$ cat src/rtl/srx_pkg.sv
`timescale 1ns/1ps
package srx_pkg;

    localparam int CFG_W        = 8;
    localparam int BIT_SYNC_EN  = 7;
    localparam int BIT_DATA_INV = 6;
    localparam int BIT_CLK_FALL = 5;
    localparam int BIT_CD_EN    = 4;
    localparam int BIT_CD_HIGH  = 3;
    localparam int BIT_IN_OFF   = 2;
    localparam int CFG_LOW_USED = BIT_IN_OFF;

    localparam int MODE_W        = 2;
    localparam int MODE_ECHO_BIT = 0;
    localparam int MODE_LOOP_BIT = 1;

    typedef enum logic [1:0] {
        ST_DIRECT = 2'd0,
        ST_ECHO   = 2'd1,
        ST_LOOP   = 2'd2,
        ST_MUTED  = 2'd3
    } path_state_t;

    typedef enum logic {
        GATE_SHUT = 1'b0,
        GATE_OPEN = 1'b1
    } gate_state_t;

endpackage

$ cat src/rtl/srx_pin_sync.sv
`timescale 1ns/1ps
module srx_pin_sync #(
    parameter int WIDTH  = 3,
    parameter int STAGES = 2,
    parameter logic [WIDTH-1:0] RESET_VAL = '0
) (
    input  logic             clk_i,
    input  logic             rst_ni,
    input  logic [WIDTH-1:0] din_i,
    output logic [WIDTH-1:0] dout_o
);

    logic [STAGES-1:0][WIDTH-1:0] chain_q;

    always_ff @(posedge clk_i or negedge rst_ni) begin
        if (!rst_ni) begin
            chain_q <= {STAGES{RESET_VAL}};
        end else begin
            chain_q <= {chain_q[STAGES-2:0], din_i};
        end
    end

    assign dout_o = chain_q[STAGES-1];

    // cycles since reset, saturating, so that $past never reaches before it
    logic [1:0] warm_q;
    always_ff @(posedge clk_i or negedge rst_ni) begin
        if (!rst_ni) begin
            warm_q <= 2'd0;
        end else if (warm_q != 2'd3) begin
            warm_q <= warm_q + 2'd1;
        end
    end

    generate
        if (STAGES == 2) begin : g_chk2
            assert_sync_latency_R3: assert property (@(posedge clk_i) disable iff (!rst_ni)
                (warm_q >= 2'd2) |-> (dout_o == $past(din_i, 2)));
        end
    endgenerate

endmodule

$ cat src/rtl/srx_cd_gate.sv
`timescale 1ns/1ps
module srx_cd_gate
    import srx_pkg::*;
(
    input  logic clk_i,
    input  logic rst_ni,
    input  logic cd_sync_i,
    input  logic cd_en_i,
    input  logic cd_high_i,
    output logic open_o
);

    gate_state_t state_q, state_d;
    logic        cd_active;

    assign cd_active = (cd_sync_i == cd_high_i);

    always_ff @(posedge clk_i or negedge rst_ni) begin
        if (!rst_ni) begin
            state_q <= GATE_OPEN;
        end else begin
            state_q <= state_d;
        end
    end

    always_comb begin
        unique case (state_q)
            GATE_SHUT: state_d = (!cd_en_i || cd_active) ? GATE_OPEN : GATE_SHUT;
            GATE_OPEN: state_d = (cd_en_i && !cd_active) ? GATE_SHUT : GATE_OPEN;
            default:   state_d = GATE_OPEN;
        endcase
    end

    assign open_o = (state_q == GATE_OPEN);

    assert_gate_shuts_R5: assert property (@(posedge clk_i) disable iff (!rst_ni)
        (cd_en_i && (cd_sync_i != cd_high_i)) |=> !open_o);

    assert_gate_bypass_R5: assert property (@(posedge clk_i) disable iff (!rst_ni)
        (!cd_en_i) |=> open_o);

endmodule

$ cat src/rtl/srx_path_fsm.sv
`timescale 1ns/1ps
module srx_path_fsm
    import srx_pkg::*;
(
    input  logic                clk_i,
    input  logic                rst_ni,
    input  logic [MODE_W-1:0]   mode_i,
    input  logic                in_off_i,
    input  logic                data_inv_i,
    input  logic                clk_fall_i,
    input  logic                din_sync_i,
    input  logic                clk_sync_i,
    input  logic                gate_open_i,
    input  logic                tx_data_i,
    input  logic                tx_clk_i,
    output path_state_t         state_o,
    output logic                rx_data_o,
    output logic                rx_strobe_o
);

    path_state_t state_q, state_d;
    logic        clk_prev_q;
    logic        tx_clk_q;
    logic        pin_edge;
    logic        tx_rise;

    // state register
    always_ff @(posedge clk_i or negedge rst_ni) begin
        if (!rst_ni) begin
            state_q <= ST_DIRECT;
        end else begin
            state_q <= state_d;
        end
    end

    // next state: loopback over mute over echo over direct
    always_comb begin
        if (mode_i[MODE_LOOP_BIT]) begin
            state_d = ST_LOOP;
        end else if (in_off_i) begin
            state_d = ST_MUTED;
        end else if (mode_i[MODE_ECHO_BIT]) begin
            state_d = ST_ECHO;
        end else begin
            state_d = ST_DIRECT;
        end
    end

    always_ff @(posedge clk_i or negedge rst_ni) begin
        if (!rst_ni) begin
            clk_prev_q <= 1'b0;
            tx_clk_q   <= 1'b0;
        end else begin
            clk_prev_q <= clk_sync_i;
            tx_clk_q   <= tx_clk_i;
        end
    end

    assign pin_edge = clk_fall_i ? (clk_prev_q & ~clk_sync_i)
                                 : (~clk_prev_q & clk_sync_i);
    assign tx_rise  = tx_clk_i & ~tx_clk_q;

    // outputs
    always_ff @(posedge clk_i or negedge rst_ni) begin
        if (!rst_ni) begin
            rx_data_o   <= 1'b1;
            rx_strobe_o <= 1'b0;
        end else begin
            unique case (state_q)
                ST_LOOP: begin
                    rx_data_o   <= tx_data_i;
                    rx_strobe_o <= tx_rise;
                end
                ST_MUTED: begin
                    rx_data_o   <= 1'b1;
                    rx_strobe_o <= 1'b0;
                end
                ST_DIRECT, ST_ECHO: begin
                    rx_data_o   <= din_sync_i ^ data_inv_i;
                    rx_strobe_o <= pin_edge & gate_open_i;
                end
                default: begin
                    rx_data_o   <= 1'b1;
                    rx_strobe_o <= 1'b0;
                end
            endcase
        end
    end

    assign state_o = state_q;

    assert_muted_idle_R6: assert property (@(posedge clk_i) disable iff (!rst_ni)
        (state_q == ST_MUTED) |=> (rx_data_o && !rx_strobe_o));

    assert_loop_data_R8: assert property (@(posedge clk_i) disable iff (!rst_ni)
        (state_q == ST_LOOP) |=> (rx_data_o == $past(tx_data_i)));

    assert_gate_blocks_R5: assert property (@(posedge clk_i) disable iff (!rst_ni)
        ((state_q != ST_LOOP) && !gate_open_i) |=> !rx_strobe_o);

endmodule

$ cat src/rtl/srx_input_conditioner.sv
`timescale 1ns/1ps
module srx_input_conditioner
    import srx_pkg::*;
#(
    parameter int              SYNC_STAGES = 2,
    parameter logic [CFG_W-1:0] CFG_RESET  = 8'h03
) (
    input  logic              clk_i,
    input  logic              rst_ni,
    input  logic              cfg_we_i,
    input  logic [CFG_W-1:0]  cfg_wdata_i,
    input  logic [MODE_W-1:0] mode_i,
    input  logic              pin_din_i,
    input  logic              pin_rxclk_i,
    input  logic              pin_dcd_i,
    input  logic              tx_data_i,
    input  logic              tx_clk_i,
    input  logic              tx_rts_i,
    output logic              rx_data_o,
    output logic              rx_strobe_o,
    output logic              sout_o,
    output logic              clkout_o,
    output logic              rts_o
);

    localparam int KEEP_W   = CFG_W - CFG_LOW_USED;
    localparam int PIN_N    = 3;
    localparam int IDX_DIN  = 0;
    localparam int IDX_CLK  = 1;
    localparam int IDX_CD   = 2;
    localparam logic [PIN_N-1:0] PIN_IDLE = 3'b101;

    logic [KEEP_W-1:0] cfg_q;
    logic              cfg_unused;
    logic              sync_en;
    logic              eff_inv, eff_fall, eff_cd_en, eff_cd_high, eff_off;
    logic [PIN_N-1:0]  pins_raw, pins_sync;
    logic              gate_open;
    path_state_t       path_state;

    assign cfg_unused = ^cfg_wdata_i[CFG_LOW_USED-1:0];

    always_ff @(posedge clk_i or negedge rst_ni) begin
        if (!rst_ni) begin
            cfg_q <= CFG_RESET[CFG_W-1:CFG_LOW_USED];
        end else if (cfg_we_i) begin
            cfg_q <= cfg_wdata_i[CFG_W-1:CFG_LOW_USED];
        end
    end

    // with synchronous enable clear every feature bit reads as zero
    assign sync_en     = cfg_q[BIT_SYNC_EN  - CFG_LOW_USED];
    assign eff_inv     = sync_en & cfg_q[BIT_DATA_INV - CFG_LOW_USED];
    assign eff_fall    = sync_en & cfg_q[BIT_CLK_FALL - CFG_LOW_USED];
    assign eff_cd_en   = sync_en & cfg_q[BIT_CD_EN    - CFG_LOW_USED];
    assign eff_cd_high = sync_en & cfg_q[BIT_CD_HIGH  - CFG_LOW_USED];
    assign eff_off     = sync_en & cfg_q[BIT_IN_OFF   - CFG_LOW_USED];

    assign pins_raw[IDX_DIN] = pin_din_i;
    assign pins_raw[IDX_CLK] = pin_rxclk_i;
    assign pins_raw[IDX_CD]  = pin_dcd_i;

    srx_pin_sync #(
        .WIDTH    (PIN_N),
        .STAGES   (SYNC_STAGES),
        .RESET_VAL(PIN_IDLE)
    ) u_sync (
        .clk_i (clk_i),
        .rst_ni(rst_ni),
        .din_i (pins_raw),
        .dout_o(pins_sync)
    );

    srx_cd_gate u_gate (
        .clk_i    (clk_i),
        .rst_ni   (rst_ni),
        .cd_sync_i(pins_sync[IDX_CD]),
        .cd_en_i  (eff_cd_en),
        .cd_high_i(eff_cd_high),
        .open_o   (gate_open)
    );

    srx_path_fsm u_path (
        .clk_i      (clk_i),
        .rst_ni     (rst_ni),
        .mode_i     (mode_i),
        .in_off_i   (eff_off),
        .data_inv_i (eff_inv),
        .clk_fall_i (eff_fall),
        .din_sync_i (pins_sync[IDX_DIN]),
        .clk_sync_i (pins_sync[IDX_CLK]),
        .gate_open_i(gate_open),
        .tx_data_i  (tx_data_i),
        .tx_clk_i   (tx_clk_i),
        .state_o    (path_state),
        .rx_data_o  (rx_data_o),
        .rx_strobe_o(rx_strobe_o)
    );

    // echo paths carry raw pins, untouched by any polarity bit
    always_comb begin
        if (path_state == ST_ECHO) begin
            sout_o   = pin_din_i;
            clkout_o = pin_rxclk_i;
            rts_o    = pin_dcd_i;
        end else begin
            sout_o   = tx_data_i;
            clkout_o = tx_clk_i;
            rts_o    = tx_rts_i;
        end
    end

    assert_loop_no_mute_R9: assert property (@(posedge clk_i) disable iff (!rst_ni)
        (mode_i[MODE_LOOP_BIT]) |=> (path_state == ST_LOOP));

endmodule

$ cat config.mk
export PLATFORM = sky130hd
export DESIGN_NAME = srx_input_conditioner
export DESIGN_NICKNAME = d
export VERILOG_FILES = /design/src/rtl/srx_pkg.sv /design/src/rtl/srx_pin_sync.sv /design/src/rtl/srx_cd_gate.sv /design/src/rtl/srx_path_fsm.sv /design/src/rtl/srx_input_conditioner.sv
export SDC_FILE = /design/constraint.sdc
export NUM_CORES = 1
export LEC_CHECK = 0
export ABC_AREA = 1
export BUFFER_PORTS_ARGS = -buffer_cell sky130_fd_sc_hd__buf_2
export CAP_MARGIN = 20
export CELL_PAD_IN_SITES_DETAIL_PLACEMENT = 0
export CELL_PAD_IN_SITES_GLOBAL_PLACEMENT = 1
export CORE_ASPECT_RATIO = 0.7
export CORE_MARGIN = 2
export CORE_UTILIZATION = 36
export DETAILED_ROUTE_END_ITERATION = 16
export MAX_ROUTING_LAYER = met4
export PLACE_DENSITY = 0.82
export REMOVE_ABC_BUFFERS = 1
export SKIP_CTS_REPAIR_TIMING = 1
export SLEW_MARGIN = 30
export SYNTH_ARGS = -nofsm -noshare
export SYNTH_HDL_FRONTEND = slang
export SYNTH_SLANG_ARGS = --single-unit
$ cat constraint.sdc
create_clock -name clk_i -period 1.1 [get_ports clk_i]
set_input_delay 0.165 -clock clk_i [delete_from_list [all_inputs] [get_ports clk_i]]
set_output_delay 0.165 -clock clk_i [all_outputs]
set_load 0.02 [all_outputs]
==> flow_metrics.py <==
metrics = {
    "place": {
        "placed_cells": 113,
        "hpwl_um": 923.9,
        "placed_area_um2": 873.3,
        "io_buffer_count": 21,
        "place_congestion": 0.6660,
        "place_ws_ns": 0.09366,
    },
    "drt": {
        "first_pass_iters": 5,
        "via_per_inst": 4.447,
        "wl_per_cell_um": 10.16,
        "drc": 0,
        "drt-total-wl_um": 1250,
        "ant_nets": 0,
        "drt_iter0_drc": 11,
        "vias": 547,
    },
    "pwr": {
        "power_frac_clock_pct": 24.8,
        "swShare_pct": 24.56,
        "switchingPower_uw": 331.2,
        "power.internal_mw": 1.018,
        "pwr-share-comb_pct": 16.3,
        "ir_drop_mv": 1.078,
        "leakagePower_nw": 0.5242,
        "p_per_area_nw_per_um2": 1366,
        "p_seq_share_pct": 58.9,
        "power_mw": 1.349,
    },
    "synth": {
        "syn-instance-count": 70,
        "yosys.area.top_type_share_pct": 43.70,
        "ys_top_cells_by_area": "dfrtp_1 44%, dfstp_2 21%, nand2_1 11%",
        "ys_seq_area_share_pct": 64.87,
        "synth.cell_area_um2": 744.5,
        "ys_ff_latch": 19,
        "synthXorXnorAreaFrac_pct": 0,
        "synth-compound-area-share_pct": 5.042,
        "synth_fa_ha_area_share_pct": 0,
        "synthSimpleGateAreaFrac_pct": 15.97,
        "synth_top_family_by_area": "simple AND/OR/NAND/NOR gates",
        "synthDistinctLibCells": 11,
        "yosys_warnings": 0,
        "yosysTopAreaCell": "dfrtp_1",
        "muxShareOfSynthArea_pct": 8.067,
        "avgSynthCellArea_um2": 10.64,
    },
    "finish": {
        "final_core_util_pct": 51.87,
        "drive_gt1_share_pct": 38.61,
        "final_cells": 123,
        "area_growth_pct": 32.61,
        "num_antenna_cells": 0,
        "final_common_cell": "nand2_1",
        "final_cell_mix": "19 x nand2_1, 17 x buf_2, 13 x dfrtp_1",
        "final_area_um2": 987.2,
        "finalNetCount": 121,
        "fillers": 182,
    },
    "critical_path": {
        "critPathMaxStageDelay_ns": 0.40,
        "crit_type": "flop to primary output",
        "cp_top_family": "flip-flops",
        "worstPathArrival_ns": 1.10,
        "cp-start-kind": "flop",
        "end_kind": "primary output",
        "crit_cells": 5,
        "cp_max_fo": 5,
        "cp_cell_sequence": "inv_2 -> nand2_2 -> nand2_1 -> nand2_1 -> buf_6",
        "required_ns": 0.94,
        "path_common_cell": "nand2_1",
        "critical-path-slowest-cell": "dfrtp_1",
        "crit_buf_inv": 2,
        "r2r_cells": 5,
    },
    "sta": {
        "worst_pin_slew_ns": 0.4082,
        "hold_slack_ns": 0.03219,
        "rsz0062_at_grt": "true",
        "setup_violations": 3,
        "setup_tns_ns": -0.4821,
        "drv_slew": 0,
        "finClkSkew_ns": 0.006947,
        "max_freq_mhz": 790.7,
        "period_share_pct": 115.0,
        "period_needed_ns": 1.265,
        "fin_ws_ns": -0.1647,
        "hold_viol": 0,
        "maxSlewHeadroom_pct": 72.79,
    },
    "grt": {
        "grt_use_total_pct": 11.84,
        "overflow": 0,
        "grt_max_degree": 20,
        "grt_pass1_vias": 501,
        "grt_pass1_wl_um": 2063,
        "grt_antenna_before_repair": 0,
    },
    "clock_network": {
        "cts-root-buf": "clkbuf_4",
        "cts_tree": "done",
        "clock_latency_ns": 0.29,
        "cts_htree_levels": 1,
        "clockBufferDepth": 2,
        "cts.sinks": 19,
        "clk_pin_slew_worst_paths_ns": 0.09,
        "numCtsBuffers": 3,
    },
    "die": {
        "ios": 24,
        "die_x_um": 58.35,
        "rows": 13,
        "design.core.area_um2": 1903,
        "die_h_um": 42.05,
        "die-area_um2": 2453,
        "start_util_pct": 39.12,
    },
    "outcome": {
        "status": "complete, but fails checks",
        "violations": "negative setup slack",
    },
    "worst_hold_path": {
        "min_path_type": "input pin to flop",
        "hold_depth": 2,
    },
    "flow_run": {
        "drv_cap": 0,
    },
}
worst register-to-register path: stages (launching register included):
cell and delay (ns):
dfrtp_1 0.40, buf_4 0.15, nand2_1 0.09, nor2_1 0.04, nand2_1 0.05, nand2_1 0.05
state kept, by name, summed over array words and instances (netlist names):
register            flops
cfg_q                   6
u_gate.open_o           1
u_path.clk_prev_q       1
u_path.tx_clk_q         1
u_sync.dout_o           3
u_path.rx_data_o        1
u_path.rx_strobe_o      1
u_path.state_o          2
u_sync.chain_q          3
final timing paths:
| check | from | endpoint | slack (ns) |
|---|---|---|---|
| setup / recovery | u_path.state_o[1]$_DFF_PN0_ | rts_o | -0.16 |
| hold / removal | mode_i[1] | u_path.state_o[0]$_DFF_PN0_ | 0.03 |
| setup reg to reg | u_path.state_o[1]$_DFF_PN0_ | u_path.rx_strobe_o$_DFF_PN0_ | 0.23 |
| hold reg to reg | u_sync.chain_q[2]$_DFF_PN1_ | u_sync.dout_o[2]$_DFF_PN1_ | 0.35 |
| max in group asynchronous | rst_ni | u_sync.chain_q[2]$_DFF_PN1_ | 0.44 |
| min in group asynchronous | rst_ni | cfg_q[3]$_DFFE_PN0P_ | 0.33 |
area by class of cell:
| type | count | area, um2 | share of cell area, % |
|---|---|---|---|
| flip-flops and latches | 19 | 483.0 | 48.92 |
| multi-input cells | 41 | 221.5 | 22.43 |
| repair buffers | 28 | 195.2 | 19.77 |
| inverters | 9 | 33.78 | 3.422 |
| well taps | 22 | 27.53 | 2.788 |
| clock buffers | 4 | 26.28 | 2.662 |
synth_stat cells (all sizes together):
library cell   n
buf            1
o21ai          3
o21bai         1
dfrtp         13
inv            9
mux2           4
dfstp          6
nor2           4
nand3          5
nand2         21
a21oi          3
metal layers:
metal,up-vias,global-route usage [%],part of all wire [%]
met1,253,14.54,47
met3,0,5.556,6.6
met4,0,4.186,0
met2,14,17.08,47
met5,-,-,0
li1,280,-,-
kinds of logic after synthesis:
group	count (synthesis)
AO/OA/AOI/OAI	7
buffers and inverters	10
flip-flops	19
multiplexers	4
AND/OR/NAND/NOR	30
power by group through the flow:
| stage | logic, mW | clock network (mW) | registers, mW |
|---|---|---|---|
| 2_1_floorplan | 0.0911 | 0 | 0.809 |
| 3_3_place_gp | 0.181 | 0 | 0.804 |
| 3_5_place_dp | 0.184 | 0 | 0.805 |
| 4_1_cts | 0.185 | 0.354 | 0.793 |
| 5_1_grt | 0.248 | 0.380 | 0.802 |
| 6_report | 0.220 | 0.334 | 0.795 |
Power figures use the tool's default switching activity.
